===== config.mk =====
export PLATFORM = sky130hd
export DESIGN_NAME = accum_seq
export DESIGN_NICKNAME = d
export VERILOG_FILES = /design/src/rtl/accum_pkg.sv /design/src/rtl/accum_ctrl.sv /design/src/rtl/accum_dp.sv /design/src/rtl/accum_seq.sv
export SDC_FILE = /design/constraint.sdc
export NUM_CORES = 1
export LEC_CHECK = 0
export ABC_AREA = 1
export BUFFER_PORTS_ARGS = -buffer_cell sky130_fd_sc_hd__buf_2
export CORE_ASPECT_RATIO = 0.9
export CORE_MARGIN = 1.5
export CORE_UTILIZATION = 30
export DETAILED_ROUTE_END_ITERATION = 8
export PLACE_DENSITY = 0.53
export REMOVE_ABC_BUFFERS = 1
export SETUP_SLACK_MARGIN = 0.05
export SKIP_LAST_GASP = 1
export SYNTH_ARGS = -nofsm -noshare
export SYNTH_HDL_FRONTEND = slang
export SYNTH_SLANG_ARGS = --single-unit

===== constraint.sdc =====
create_clock -name clk -period 2.35 [get_ports clk]
set_input_delay 0.3525 -clock clk [delete_from_list [all_inputs] [get_ports clk]]
set_output_delay 0.3525 -clock clk [all_outputs]
set_load 0.01 [all_outputs]

===== src/rtl/accum_pkg.sv =====
package accum_pkg;
  parameter int unsigned OP_W = 4;

  localparam logic [OP_W-1:0] OPC_HALT  = 4'd0;
  localparam logic [OP_W-1:0] OPC_LOAD  = 4'd1;
  localparam logic [OP_W-1:0] OPC_STORE = 4'd2;
  localparam logic [OP_W-1:0] OPC_ADD   = 4'd5;

  typedef enum logic [2:0] {
    PH_FETCH, PH_FWAIT, PH_DECODE, PH_EWAIT, PH_EXEC, PH_HALT
  } phase_e;

  typedef enum logic [2:0] {
    K_HALT, K_LOAD, K_STORE, K_ADD, K_NOP
  } kind_e;

  function automatic kind_e classify(input logic [OP_W-1:0] op);
    case (op)
      OPC_HALT:  return K_HALT;
      OPC_LOAD:  return K_LOAD;
      OPC_STORE: return K_STORE;
      OPC_ADD:   return K_ADD;
      default:   return K_NOP;
    endcase
  endfunction
endpackage


===== src/rtl/accum_ctrl.sv =====
module accum_ctrl
  import accum_pkg::*;
#(
  parameter int unsigned DATA_W = 16
) (
  input  logic              clk,
  input  logic              rst,
  input  logic              hold,
  input  logic [DATA_W-1:0] rdata,
  output phase_e            phase,
  output logic              halted
);
  localparam int unsigned OP_LSB = DATA_W - OP_W;

  phase_e phase_q, phase_d;
  kind_e  kind_now;

  assign kind_now = classify(rdata[DATA_W-1:OP_LSB]);

  always_comb begin
    phase_d = phase_q;
    case (phase_q)
      PH_FETCH:  phase_d = hold ? PH_FETCH : PH_FWAIT;
      PH_FWAIT:  phase_d = PH_DECODE;
      PH_DECODE: begin
        case (kind_now)
          K_HALT:  phase_d = PH_HALT;
          K_NOP:   phase_d = PH_FETCH;
          default: phase_d = PH_EWAIT;
        endcase
      end
      PH_EWAIT:  phase_d = PH_EXEC;
      PH_EXEC:   phase_d = PH_FETCH;
      default:   phase_d = PH_HALT;
    endcase
  end

  always_ff @(posedge clk) begin
    if (rst) begin
      phase_q <= PH_FETCH;
      halted  <= 1'b0;
    end else begin
      phase_q <= phase_d;
      if (phase_q == PH_DECODE && kind_now == K_HALT) halted <= 1'b1;
    end
  end

  assign phase = phase_q;

  // once halted, the phase stays in the halt state
  assert_halt_sticky_R6: assert property (@(posedge clk) disable iff (rst)
    halted |=> (halted && phase_q == PH_HALT));
endmodule


===== src/rtl/accum_dp.sv =====
module accum_dp
  import accum_pkg::*;
#(
  parameter int unsigned DATA_W = 16,
  parameter int unsigned ADDR_W = 12
) (
  input  logic              clk,
  input  logic              rst,
  input  phase_e            phase,
  input  logic              hold,
  input  logic [DATA_W-1:0] rdata,
  output logic [ADDR_W-1:0] mem_addr,
  output logic [DATA_W-1:0] mem_wdata,
  output logic              mem_we,
  output logic [DATA_W-1:0] acc,
  output logic [ADDR_W-1:0] pc
);
  localparam int unsigned OP_LSB = DATA_W - OP_W;

  kind_e             kind_q;
  kind_e             kind_now;
  logic [ADDR_W-1:0] field;

  assign kind_now = classify(rdata[DATA_W-1:OP_LSB]);
  assign field    = rdata[ADDR_W-1:0];

  always_ff @(posedge clk) begin
    if (rst) begin
      pc        <= '0;
      acc       <= '0;
      kind_q    <= K_NOP;
      mem_addr  <= '0;
      mem_wdata <= '0;
      mem_we    <= 1'b0;
    end else begin
      case (phase)
        PH_FETCH: begin
          mem_we <= 1'b0;
          if (!hold) mem_addr <= pc;
        end
        PH_DECODE: begin
          kind_q <= kind_now;
          pc     <= pc + 1'b1;
          if (kind_now == K_LOAD || kind_now == K_ADD || kind_now == K_STORE)
            mem_addr <= field;
          if (kind_now == K_STORE) begin
            mem_we    <= 1'b1;
            mem_wdata <= acc;
          end
        end
        PH_EWAIT: mem_we <= 1'b0;
        PH_EXEC: begin
          if (kind_q == K_LOAD) acc <= rdata;
          else if (kind_q == K_ADD) acc <= acc + rdata;
        end
        default: mem_we <= 1'b0;
      endcase
    end
  end

  // program counter advances by one after a decode
  assert_pc_step_R2: assert property (@(posedge clk) disable iff (rst)
    (phase == PH_DECODE) |=> (pc == $past(pc) + 1'b1));

  // stored data equals the accumulator, write is a single pulse
  assert_store_data_R4: assert property (@(posedge clk) disable iff (rst)
    mem_we |-> (mem_wdata == acc));
  assert_we_pulse_R4: assert property (@(posedge clk) disable iff (rst)
    mem_we |=> !mem_we);

  // accumulator only changes out of the execute phase
  assert_acc_hold_R9: assert property (@(posedge clk) disable iff (rst)
    (phase != PH_EXEC) |=> $stable(acc));
endmodule


===== src/rtl/accum_seq.sv =====
module accum_seq
  import accum_pkg::*;
#(
  parameter int unsigned DATA_W = 16,
  parameter int unsigned ADDR_W = 12
) (
  input  logic              clk,
  input  logic              rst,
  input  logic              hold,
  output logic [ADDR_W-1:0] mem_addr,
  output logic [DATA_W-1:0] mem_wdata,
  output logic              mem_we,
  input  logic [DATA_W-1:0] mem_rdata,
  output logic [DATA_W-1:0] dbg_acc,
  output logic [ADDR_W-1:0] dbg_pc,
  output logic              halted
);
  phase_e phase;

  accum_ctrl #(.DATA_W(DATA_W)) u_ctrl (
    .clk    (clk),
    .rst    (rst),
    .hold   (hold),
    .rdata  (mem_rdata),
    .phase  (phase),
    .halted (halted)
  );

  accum_dp #(.DATA_W(DATA_W), .ADDR_W(ADDR_W)) u_dp (
    .clk       (clk),
    .rst       (rst),
    .phase     (phase),
    .hold      (hold),
    .rdata     (mem_rdata),
    .mem_addr  (mem_addr),
    .mem_wdata (mem_wdata),
    .mem_we    (mem_we),
    .acc       (dbg_acc),
    .pc        (dbg_pc)
  );

  // nothing moves once halted
  assert_halt_freeze_R6: assert property (@(posedge clk) disable iff (rst)
    halted |=> ($stable(dbg_pc) && $stable(dbg_acc) && !mem_we));

  // a held fetch leaves state untouched
  assert_hold_R8: assert property (@(posedge clk) disable iff (rst)
    (phase == PH_FETCH && hold) |=> ($stable(dbg_pc) && $stable(dbg_acc) && !mem_we));
endmodule


==> summary.txt <==
status: complete, no violations
worst reg2reg setup slack: 510 ps
Post-Route WL: 10600 um
GR Util All Layers: 0.176
cell count after synthesis: 531
post-synthesis sequential area ratio: 0.361
Seq pwr share: 0.400
pin count of the biggest net entering global routing: 34
HP Class: in -> reg
ys async rst share: 0
Congestion Overflow GR: 0
Initial Util: 0.310
Area growth syn-to-layout: 24.8%
RSZ-0062 raised after global routing: no
top fanout value on the critical path: 4
launch point of the worst reg-to-reg path: u_dp.acc[0]
Netlist cell types: 33
final hold violation count: 0
clk sinks: 64
Setup violations, final: 0
required time of the critical path: 2570 ps
r2r worst-path depth: 12
peak supply drop: 0.353 mV
Resize count post-CTS: 0
synth top area cells: dfxtp_1 36%, nand2_1 14%, a21oi_1 7.0%, inv_1 6.1%, nor2_1 5.9%
I/O pins: 77
H-tree depth: 3
CP endpoint: u_dp.acc[14]
final worst slack: 511 ps
CTS Hold Bufs: 0
clock share of power: 0.513
Final nets: 644
top post-synthesis cells by count: 134 x nand2_1, 64 x dfxtp_1, 58 x inv_1
CTS Buffer Depth: 2
Yosys warnings: 0
DR vias: 3648
Tcrit/Tclk final: 0.783
Post-Synth XOR/XNOR Area: 0.0123
pre-CTS setup slack: 355 ps
most common cell in the synthesized netlist: nand2_1
post-synthesis mux area share: 0
crit end category: flop
Die Width: 118 um
CTS root buf: clkbuf_16
die height: 106 um
Peak Freq: 544 MHz
first-pass GRT wire length: 17200 um
largest area contributor in the netlist: dfxtp_1
Leak: 2.13 nW
clk slew on worst S/H paths: 60 ps
Routability Congestion: 0.915
Synth Area in Compound Gates: 0.174
worst-skew pair later-pin latency: 340 ps
total net switching power: 698 uW
worst slew pin tran: 519 ps
Sw Share: 0.247
main flop type after synthesis: dfxtp_1
Max Cap Viol: 0
initial antenna violation count: 0
reg2reg end: u_dp.acc[14]
Avg Cell Area, Syn: 6.69 um^2
Yosys reg bits: 64
Synth Cell Area: 3550 um^2
crit path launch: u_dp.acc[0]
layout cells sized above 1: 0.201
vias in the first global route: 3418
CP Launch Type: flop
TritonCTS buffer count: 9
Post-Synth Adder-Cell Area: 0.0620
routed vias/inst: 4.74
pwr dens: 637 nW/um^2
row cnt: 37
simple-gate share of the synthesized area: 0.298
post-route ant nets: 0
setup TNS: 0 ps
layout filler cell count: 1278
wire length per cell: 13.8 um
hold_ws: 313 ps
total core area: 11500 um^2
max-slew violations: 0
Final Power: 2.83 mW
CTS tree: built
clock skew: 4.28 ps
CP arrival: 2060 ps
Rel. slew slack: 0.654
number of port buffers: 76
Iter 0 DRT Violations: 190
Period minus WS final: 1840 ps
area share of the largest cell type after synthesis: 0.361
Die Area: 12500 um^2
fin util: 0.386
DP HPWL: 7990 um
DR DRC count: 0
Post-CTS Setup Repair Bufs: 0
Int Pwr: 2.13 mW
router iterations before antenna repair: 4
Comb power frac: 0.087
kind of critical path: reg -> reg
main combinational cell family by area after synthesis: simple AND/OR/NAND/NOR gates
number of diodes: 0
hold path depth: 3
EDFF count, synth: 0
==> placed cells by master, fill, tap and decap left out <==
cell          n
o21ai_1       8
clkinv_1      1
dfxtp_1      64
nand3_1      24
clkbuf_16     9
nor3_4        1
a31oi_1      14
nor4_2        1
xnor2_1       2
buf_2        76
inv_2         4
bufinv_16     2
o211ai_1      1
clkinvlp_4    3
or2_2         4
nor3_1        8
nand2_1     134
nand3b_1      2
nand4_1       2
nor4_1        2
clkinv_2      1
nand3_2       1
buf_4         8
inv_1        58
nand2_2       3
o21bai_1      1
o21ai_0      36
nor3_2        3
o22ai_1       7
fa_1          1
ha_1         16
clkinv_4      1
xor2_1        3
a21oi_1      50
buf_12        1
nor2_1       56
nor2_2        5
==> worst max-delay path, cell delays in order (launching register included) <==
cell and delay [ps]:
dfxtp_1 330, ha_1 210, fa_1 380, nand2_1 120, nand2_1 70, nand3b_1 130, nand2_1 100, nand2_1 80
nand2_1 50, nand2_1 50, nand3_1 60, nand2_1 70, a21oi_1 60
==> per-layer routing <==
layer / track usage / share of wire / vias up
met5: 0 / 0 / -
met4: 0.0793 / 0.025 / 0
met3: 0.0429 / 0.046 / 19
met1: 0.230 / 0.50 / 1651
met2: 0.276 / 0.43 / 86
li1: - / - / 1892
==> how the worst min path moves through the flow <==
stage | startpoint | end
floorplan | rst | u_ctrl.halted
global placement | u_ctrl.halted | u_ctrl.halted
detailed placement | u_ctrl.halted | u_ctrl.halted
CTS | mem_rdata[0] | u_dp.mem_addr[0]
global route | mem_rdata[11] | u_dp.mem_addr[11]
finish | mem_rdata[2] | u_dp.acc[2]
==> stage by stage <==
| stage | cell area (um^2) | cells |
|---|---|---|
| after CTS | 4430 | 769 |
| after detailed placement | 4110 | 753 |
| after global routing | 4430 | 769 |
| after global placement | 4110 | 753 |
| after floorplan | 3460 | 512 |
| final | 4430 | 769 |
==> layout make-up <==
class / instances / area (um^2) / area share
clock buffers: 9 / 225 / 0.0508
repair buffers: 85 / 460 / 0.104
flip-flops and latches: 64 / 1280 / 0.289
inverters: 63 / 236 / 0.0533
well taps: 156 / 195 / 0.0440
multi-input cells: 385 / 1940 / 0.437
clock inverters: 7 / 96.3 / 0.0217
==> state kept, by name, indices dropped and copies added, names as in the netlist <==
name            cells
u_dp.mem_addr      12
u_dp.mem_wdata     16
u_dp.mem_we         1
u_ctrl.phase        3
u_dp.kind_q         3
u_dp.pc            12
u_ctrl.halted       1
u_dp.acc           16
==> power groups by stage <==
stage | sequential, mW | clock (mW) | combinational [mW]
2_1_floorplan | 1.16 | 0 | 0.130
3_3_place_gp | 1.15 | 0 | 0.245
3_5_place_dp | 1.15 | 0 | 0.246
4_1_cts | 1.13 | 1.50 | 0.248
5_1_grt | 1.13 | 1.53 | 0.278
6_report | 1.13 | 1.45 | 0.246
==> cell families (layout without fill, tap and decap cells) <==
| kind of cell | after synthesis | after routing |
|---|---|---|
| simple gates | 246 | 246 |
| compound gates | 117 | 117 |
| buf+inv | 82 | 164 |
| flops | 64 | 64 |
| fa+ha+maj | 17 | 17 |
| xor+xnor | 5 | 5 |
No activity file was read; power rests on OpenSTA's default activity.
